[config.mk]
export PLATFORM = sky130hd
export DESIGN_NAME = rx_fifo_rts
export DESIGN_NICKNAME = d
export VERILOG_FILES = /design/src/rtl/rxf_pkg.sv /design/src/rtl/rxf_store.sv /design/src/rtl/rxf_ctrl.sv /design/src/rtl/rxf_rts.sv /design/src/rtl/rx_fifo_rts.sv
export SDC_FILE = /design/constraint.sdc
export NUM_CORES = 1
export LEC_CHECK = 0
export ABC_CLOCK_PERIOD_IN_PS = 2500
export BUFFER_PORTS_ARGS = -buffer_cell sky130_fd_sc_hd__buf_2
export CAP_MARGIN = 5
export CELL_PAD_IN_SITES_DETAIL_PLACEMENT = 1
export CELL_PAD_IN_SITES_GLOBAL_PLACEMENT = 1
export CORE_MARGIN = 3
export CORE_UTILIZATION = 49
export CTS_CLUSTER_DIAMETER = 150
export DETAILED_ROUTE_END_ITERATION = 10
export PLACE_DENSITY_LB_ADDON = 0.12
export SYNTH_ARGS = -nofsm -noshare
export SYNTH_HDL_FRONTEND = slang
export SYNTH_SLANG_ARGS = --single-unit
[constraint.sdc]
create_clock -name clk -period 2.5 [get_ports clk]
set_input_delay 0.25 -clock clk [delete_from_list [all_inputs] [get_ports clk]]
set_output_delay 0.25 -clock clk [all_outputs]
set_load 0.005 [all_outputs]
[src/rtl/rxf_pkg.sv]
package rxf_pkg;
  typedef enum logic [1:0] {
    RTS_MANUAL = 2'd0,
    RTS_AUTO   = 2'd1,
    RTS_FORCED = 2'd2
  } rts_mode_e;

  function automatic rts_mode_e pick_mode(input logic auto_en, input logic cfg_ok);
    if (!auto_en) return RTS_MANUAL;
    if (!cfg_ok)  return RTS_FORCED;
    return RTS_AUTO;
  endfunction
endpackage

[src/rtl/rxf_store.sv]
module rxf_store #(
  parameter int DATA_W = 8,
  parameter int DEPTH  = 64,
  localparam int AW    = $clog2(DEPTH)
) (
  input  logic              clk,
  input  logic              we,
  input  logic [AW-1:0]     waddr,
  input  logic [DATA_W-1:0] wdata,
  input  logic              re,
  input  logic [AW-1:0]     raddr,
  output logic [DATA_W-1:0] rdata
);
  logic [DATA_W-1:0] mem [DEPTH];

  always_ff @(posedge clk) begin
    if (we) mem[waddr] <= wdata;
  end

  // read-first: on a same-address collision the old entry is returned
  always_ff @(posedge clk) begin
    if (re) rdata <= mem[raddr];
  end
endmodule

[src/rtl/rxf_ctrl.sv]
module rxf_ctrl #(
  parameter int DEPTH  = 64,
  localparam int AW    = $clog2(DEPTH),
  localparam int CNT_W = $clog2(DEPTH + 1)
) (
  input  logic             clk,
  input  logic             rst,
  input  logic             wr_en,
  input  logic             rd_en,
  input  logic             ovr_clr,
  output logic             wr_ok,
  output logic             rd_ok,
  output logic [AW-1:0]    wr_ptr,
  output logic [AW-1:0]    rd_ptr,
  output logic [CNT_W-1:0] count,
  output logic             full,
  output logic             empty,
  output logic             overrun
);
  localparam logic [CNT_W-1:0] FULL_CNT = CNT_W'(DEPTH);

  assign full  = (count == FULL_CNT);
  assign empty = (count == '0);
  assign rd_ok = rd_en && !empty;
  assign wr_ok = wr_en && (!full || rd_ok);

  always_ff @(posedge clk) begin
    if (rst) begin
      wr_ptr  <= '0;
      rd_ptr  <= '0;
      count   <= '0;
      overrun <= 1'b0;
    end else begin
      if (wr_ok) wr_ptr <= wr_ptr + 1'b1;
      if (rd_ok) rd_ptr <= rd_ptr + 1'b1;
      if (wr_ok && !rd_ok)      count <= count + 1'b1;
      else if (rd_ok && !wr_ok) count <= count - 1'b1;
      if (wr_en && !wr_ok)      overrun <= 1'b1;
      else if (ovr_clr)         overrun <= 1'b0;
    end
  end
endmodule

[src/rtl/rxf_rts.sv]
module rxf_rts
  import rxf_pkg::*;
#(
  parameter int CNT_W = 7
) (
  input  logic             clk,
  input  logic             rst,
  input  logic [CNT_W-1:0] count,
  input  logic [CNT_W-1:0] halt_lvl,
  input  logic [CNT_W-1:0] resume_lvl,
  input  logic             auto_en,
  input  logic             manual_req,
  output logic             rts_n
);
  logic      cfg_ok;
  rts_mode_e mode;
  logic      req_q;
  logic      req_d;

  assign cfg_ok = (halt_lvl != '0) && (resume_lvl < halt_lvl);
  assign mode   = pick_mode(auto_en, cfg_ok);

  always_comb begin
    req_d = req_q;
    unique case (mode)
      RTS_MANUAL: req_d = manual_req;
      RTS_FORCED: req_d = 1'b1;
      RTS_AUTO: begin
        if (count >= halt_lvl)        req_d = 1'b0;
        else if (count <= resume_lvl) req_d = 1'b1;
      end
      default: req_d = 1'b1;
    endcase
  end

  always_ff @(posedge clk) begin
    if (rst) req_q <= 1'b0;
    else     req_q <= req_d;
  end

  assign rts_n = ~req_q;
endmodule

[src/rtl/rx_fifo_rts.sv]
module rx_fifo_rts #(
  parameter int DATA_W = 8,
  parameter int DEPTH  = 64,
  localparam int AW    = $clog2(DEPTH),
  localparam int CNT_W = $clog2(DEPTH + 1)
) (
  input  logic              clk,
  input  logic              rst,
  input  logic              wr_en,
  input  logic [DATA_W-1:0] wr_data,
  input  logic              rd_en,
  output logic [DATA_W-1:0] rd_data,
  output logic [CNT_W-1:0]  level,
  output logic              full,
  output logic              empty,
  output logic              overrun,
  input  logic              ovr_clr,
  input  logic              auto_rts_en,
  input  logic              manual_rts,
  input  logic [CNT_W-1:0]  cfg_halt,
  input  logic [CNT_W-1:0]  cfg_resume,
  output logic              rts_n
);
  logic          wr_ok, rd_ok;
  logic [AW-1:0] wr_ptr, rd_ptr;

  rxf_ctrl #(.DEPTH(DEPTH)) u_ctrl (
    .clk(clk), .rst(rst), .wr_en(wr_en), .rd_en(rd_en), .ovr_clr(ovr_clr),
    .wr_ok(wr_ok), .rd_ok(rd_ok), .wr_ptr(wr_ptr), .rd_ptr(rd_ptr),
    .count(level), .full(full), .empty(empty), .overrun(overrun)
  );

  rxf_store #(.DATA_W(DATA_W), .DEPTH(DEPTH)) u_store (
    .clk(clk), .we(wr_ok), .waddr(wr_ptr), .wdata(wr_data),
    .re(rd_ok), .raddr(rd_ptr), .rdata(rd_data)
  );

  rxf_rts #(.CNT_W(CNT_W)) u_rts (
    .clk(clk), .rst(rst), .count(level), .halt_lvl(cfg_halt),
    .resume_lvl(cfg_resume), .auto_en(auto_rts_en), .manual_req(manual_rts),
    .rts_n(rts_n)
  );
endmodule

Word-level counts from Yosys, hierarchy flattened --
Memories as Yosys holds them, arrays and structs flattened. A register that Yosys moved wholly into a read port is not among the register bits. Index checks and enable logic that the tools add are counted.
Cells by class: bitwise operators 1, reductions and logical operators 16, magnitude comparators 3, equality and inequality tests 3, add/subtract/negate cells 4, muxes and demuxes 15
Operators by type and width (number):
- $mux 7 | 2
- $add 6x1->6 const B | 2
- $mux 1 | 8
- $mux 2 | 4
- $add 7x1->7 const B | 1
- $eq 7x7->1 const B | 1
- $ge 7x7->1 | 1
- $le 7x7->1 | 1
- $logic_not 7->1 | 1
- $lt 7x7->1 | 1
- $reduce_bool 7->1 | 1
- $sub 7x1->7 const B | 1
- $logic_and 1x1->1 | 6
- $logic_not 1->1 | 4
- $reduce_bool 2->1 | 2
- $ne 3x1->1 const B | 1
- $eq 2x1->1 const B | 1
- $logic_not 2->1 | 1
- $pmux 1 s2 | 1
- $logic_or 1x1->1 | 1
- $not 1->1 | 1
Storage, ports and cells: flip-flop bits (word level) 21, word-level logic and storage cells 48, bits in writable memories 512, bits of input ports 29, output and inout port bits 19, memories 1
Memory list:
- u_store.mem | depth 64, bits a word 8, read ports 1, clocked after memory_dff 1, write ports 1, line rxf_store.sv:14 | logic [DATA_W-1:0] mem [DEPTH];

Logic depth before layout (Yosys ltp) --
depth in word-level cells 9, mapped depth 12, mapped depth without buffers 12

Hierarchy --
From an unflattened synthesis, not the netlist that was laid out.
Second synthesis, totals: cells, all modules 1149, area total of the unflattened synthesis 22021.1 um^2
By module, submodules not included:
- rxf_store | instances 1, area an instance 20246.9 um^2, cells each 940
- rxf_ctrl | instances 1, area an instance 1179.9 um^2, cells each 134
- rxf_rts | instances 1, area an instance 594.3 um^2, cells each 75

Worst setup path after synthesis --
No wires, ideal clock.
kind register -> register, start register u_ctrl.count[0], end register u_ctrl.count[5], setup time 0.120 ns, cell stages (with the launch flop) 13, slack -0.242 ns, path buffers 0, arrival time 2.622 ns, period minus slack after synthesis 2.742 ns, data required time 2.380 ns, cell sequence dfxtp_1 -> nor4_1 -> a41o_1 -> inv_1 -> ha_1 -> inv_1 -> ha_1 -> a21o_1 -> a21oi_1 -> nor2b_1 -> o21ai_0 -> nor4_1 -> a211o_1
Between the ends: cells in the longest elaborated chain, start to end 8
Ends and longest elaborated chain:
- start: declaration | line rxf_ctrl.sv:15 | output logic [CNT_W-1:0] count,
- start signal: assignment | line rxf_ctrl.sv:36 | if (wr_ok && !rd_ok) count <= count + 1'b1;
- start signal: assignment | line rxf_ctrl.sv:37 | else if (rd_ok && !wr_ok) count <= count - 1'b1;
- $logic_not 7->1 | line rxf_ctrl.sv:23 | assign empty = (count == '0);
- $logic_not 1->1 | line rxf_ctrl.sv:24 | assign rd_ok = rd_en && !empty;
- $logic_and 1x1->1 | line rxf_ctrl.sv:24
- $logic_or 1x1->1 * | line rxf_ctrl.sv:25 | assign wr_ok = wr_en && (!full || rd_ok);
- $logic_and 1x1->1 * | line rxf_ctrl.sv:25
- net u_ctrl.wr_ok | line rxf_ctrl.sv:11 | output logic wr_ok,
- $logic_not 1->1 | line rxf_ctrl.sv:37
- $logic_and 1x1->1 | line rxf_ctrl.sv:37
- $reduce_bool 2->1 (no source line)
Mark *: on every way through the listed nets, which the timed path passes. The rest lies on a longest branch. The select of a mux whose other input is x is not followed. A chain may end at the register's enable or synchronous reset.

Final worst setup path --
start register u_ctrl.count[1], end register u_ctrl.count[6]
Between the ends: cells in the longest elaborated chain, start to end 8
Ends and longest elaborated chain:
- parallel branches: the longest is 8 deep, another holds $sub 7x1->7
Parallel ways; which one is timed is not known. The select of a mux whose other input is x is not followed.

==> qor.yml <==
run_status:
  outcome: "finished, final reports clean"
floorplanning:
  fp-row-count: 76
  num_io_pins: 48
  die_area_um2: 47100
  die_h_um: 217
  core_um2: 43600
  start_util_pct: 50.1
  die_w_um: 217
clock_network:
  clock_latency_ps: 590
  cts_buffers: 54
  cts.clk_slew.worst_paths_ps: 60
  cts_tree: "built"
  h-tree-depth: 2
  cts_sinks: 541
  clock_path_buffers: 3
  clockRootBuffer: "clkbuf_16"
placement:
  dp_hpwl_um: 35100
  dpl.cell_count: 1889
  io_buffers: 47
  place.gp.congestion: 0.822
  placed_area_um2: 23800
worst_setup_path:
  critical-path-max-stage-delay_ps: 330
  crit_required_ps: 2960
  path_class: "reg -> reg"
  cp_slowest_cell: "dfxtp_2"
  path_delay_family: "compound AO/OA/AOI/OAI gates"
  crit_path_end_kind: "register"
  startpoint_type: "register"
  critPathLaunch: "u_ctrl.count[1]"
  r2r_cells: 12
  cp.arrival_ps: 2930
  cp_num_cells: 12
  crit_buf_inv: 2
  crit_fanout: 5
  r2r_start: "u_ctrl.count[1]"
  path_cells: "nor4_4, nand2_1, o21ai_2, ha_2, inv_4, buf_4, ha_1, a41o_1, a31oi_1, o311ai_1, xnor2_1, nor2_1"
min_path:
  hold_start: "manual_rts"
  hold_depth: 5
  hp-class: "in -> reg"
cells_and_area:
  fin_cells: 1993
  fillers: 3896
  area_growth_pct: 17.7
  diodes: 0
  final_nets: 1423
  final-seq-area_um2: 16000
  drive_above_1_share_pct: 30.2
  multi_input_area_um2: 5460
  stdcell_area_um2: 25700
sta:
  finClkSkew_ps: 11.0
  hold_viol: 0
  grt_setup_unrepaired: "yes"
  drv_slew: 0
  max_freq_mhz: 405
  finalCritPeriodShare_pct: 98.8
  finalSetupTns_ps: 0
  setup_viol: 0
  fin_crit_ps: 2470
  worst_pin_slew_ps: 796
  slew_headroom_pct: 47.0
logic_synthesis:
  yosys_warnings: 0
  synth-seq-area-share_pct: 73.5
  ys_ff_latch: 541
  syn_area_um2: 21800
  syn_nets: 1225
  synth.most_common_cell: "edfxtp_1"
  synthTopCellsByArea: "edfxtp_1 (72%), mux4_2 (10%), mux2i_1 (3.4%)"
  ys.flop_type: "edfxtp_1"
  syn_inst: 1167
  ys_async_sr_fraction_pct: 0
  ys_types: 53
  synth_top_area_share_pct: 71.5
  synth-edff-count: 520
  synth_top_cell_by_area: "edfxtp_1"
  synth.avg_cell_area_um2: 18.7
  synthTopCellsByCount: "edfxtp_1 (520), nor2_1 (100), mux4_2 (97), mux2i_1 (75), o22ai_1 (37)"
drt:
  routedWlPerCell_um: 27.0
  vias_per_cell: 5.82
  postRouteWirelength_um: 53800
  vias: 11606
  drcViolationCount: 0
  ant_nets: 0
  drtPass1Iterations: 5
  drt_iter0_markers: 891
grt:
  antenna_found_initial: 1
  grt_usage_pct: 23.3
  grt_pass1_vias: 12570
  grt_pass1_wl_um: 80800
  grt-ovfl-total: 0
  grt_max_degree: 65
run:
  max_cap_violations: 0
pwr:
  leakagePower_nw: 8.55
  ir_worst_vdd_uv: 527
  p_per_area_nw_per_um2: 917
-- worst paths after layout --
kind,end,slack (ps)
min,u_rts.req_q,60
max,u_ctrl.count[6],30
max reg2reg,u_ctrl.count[6],30
min reg2reg,u_rts.req_q,470
-- final cells by class --
class,count,share of cell area [%]
sequential,541,62.5
inverter,25,0.375
multi-input combinational,543,21.3
clock inverter,32,1.07
tap,585,2.85
timing repair buffer,200,6.09
clock buffer,67,5.89
-- per-stage QoR --
step / util [%] / hold WS, ps / setup WS, ps / total power (W)
final: 59.0 / 57.2 / 30.8 / 0.0236
after global routing: 59.0 / 85.7 / -86.9 / 0.0245
after CTS: 58.9 / 37.8 / 9.43 / 0.0237
after detailed placement: 54.6 / 470 / -86.6 / 0.0155
after global placement: 54.6 / 466 / -45.5 / 0.0154
after floorplan: - / 349 / 2.11 / 0.0137
-- cell usage in the layout, fill, tap and decap left out, types with 8 or more instances in the layout --
cell	n
nand2_1	31
buf_4	137
dfxtp_1	17
a31oi_1	8
clkbuf_16	57
a21oi_1	13
nor3_1	9
clkinv_2	16
clkinv_1	10
nand3_1	8
buf_2	47
nor2_1	100
a211o_1	22
ha_1	25
mux2i_1	73
mux4_2	97
edfxtp_1	520
buf_12	14
inv_1	24
o22ai_1	37
mux2_2	20
-- power by group --
part	internal [W]	total [W]	switching (W)
Clock	0.00478	0.00810	0.00332
Combinational	0.00255	0.00518	0.00263
Sequential	0.0101	0.0103	0.000144
-- flip-flops by register name (all words and copies together) (netlist names) --
signal          cells
u_ctrl.overrun      1
u_store.mem       512
u_ctrl.rd_ptr       6
u_store.rdata       8
u_ctrl.count        7
u_rts.req_q         1
u_ctrl.wr_ptr       6
-- kinds of logic (layout without fill, tap and decap cells) --
logic type               after synthesis  count (layout)  share of synthesized area (%)
AO/OA/AOI/OAI                        126             126                           4.13
XOR/XNOR                              14              14                          0.562
adder cells (fa/ha/maj)               29              29                           1.70
buffers and inverters                 83             324                           1.99
flip-flops                           541             541                           73.5
multiplexers                         192             192                           14.5
AND/OR/NAND/NOR                      182             182                           3.67
-- routing by layer --
layer  vias to the layer above  wire length, um  global-route usage (%)
li1                       5109                -                       -
met1                      6038            22800                    32.0
met2                       361            26100                    38.1
met3                        96             3440                    4.87
met4                         2             1450                    7.15
met5                         -               13                       0
-- worst reg2reg max path, cell delays in order (launching register included) --
cell and delay (ps):
dfxtp_2 330, nor4_4 290, nand2_1 120, o21ai_2 140, ha_2 220, inv_4 60
buf_4 140, ha_1 230, a41o_1 220, a31oi_1 170, o311ai_1 160, xnor2_1 180
nor2_1 50
-- what timing repair did --
action	4_1_cts	5_1_grt
hold buffers	2	0
endpoints found under the hold margin	1	0
pin swaps	5	5
buffers inserted	2	1
setup endpoints to repair	5	7
resized for setup	7	11
(Power assumes the default switching activity.)
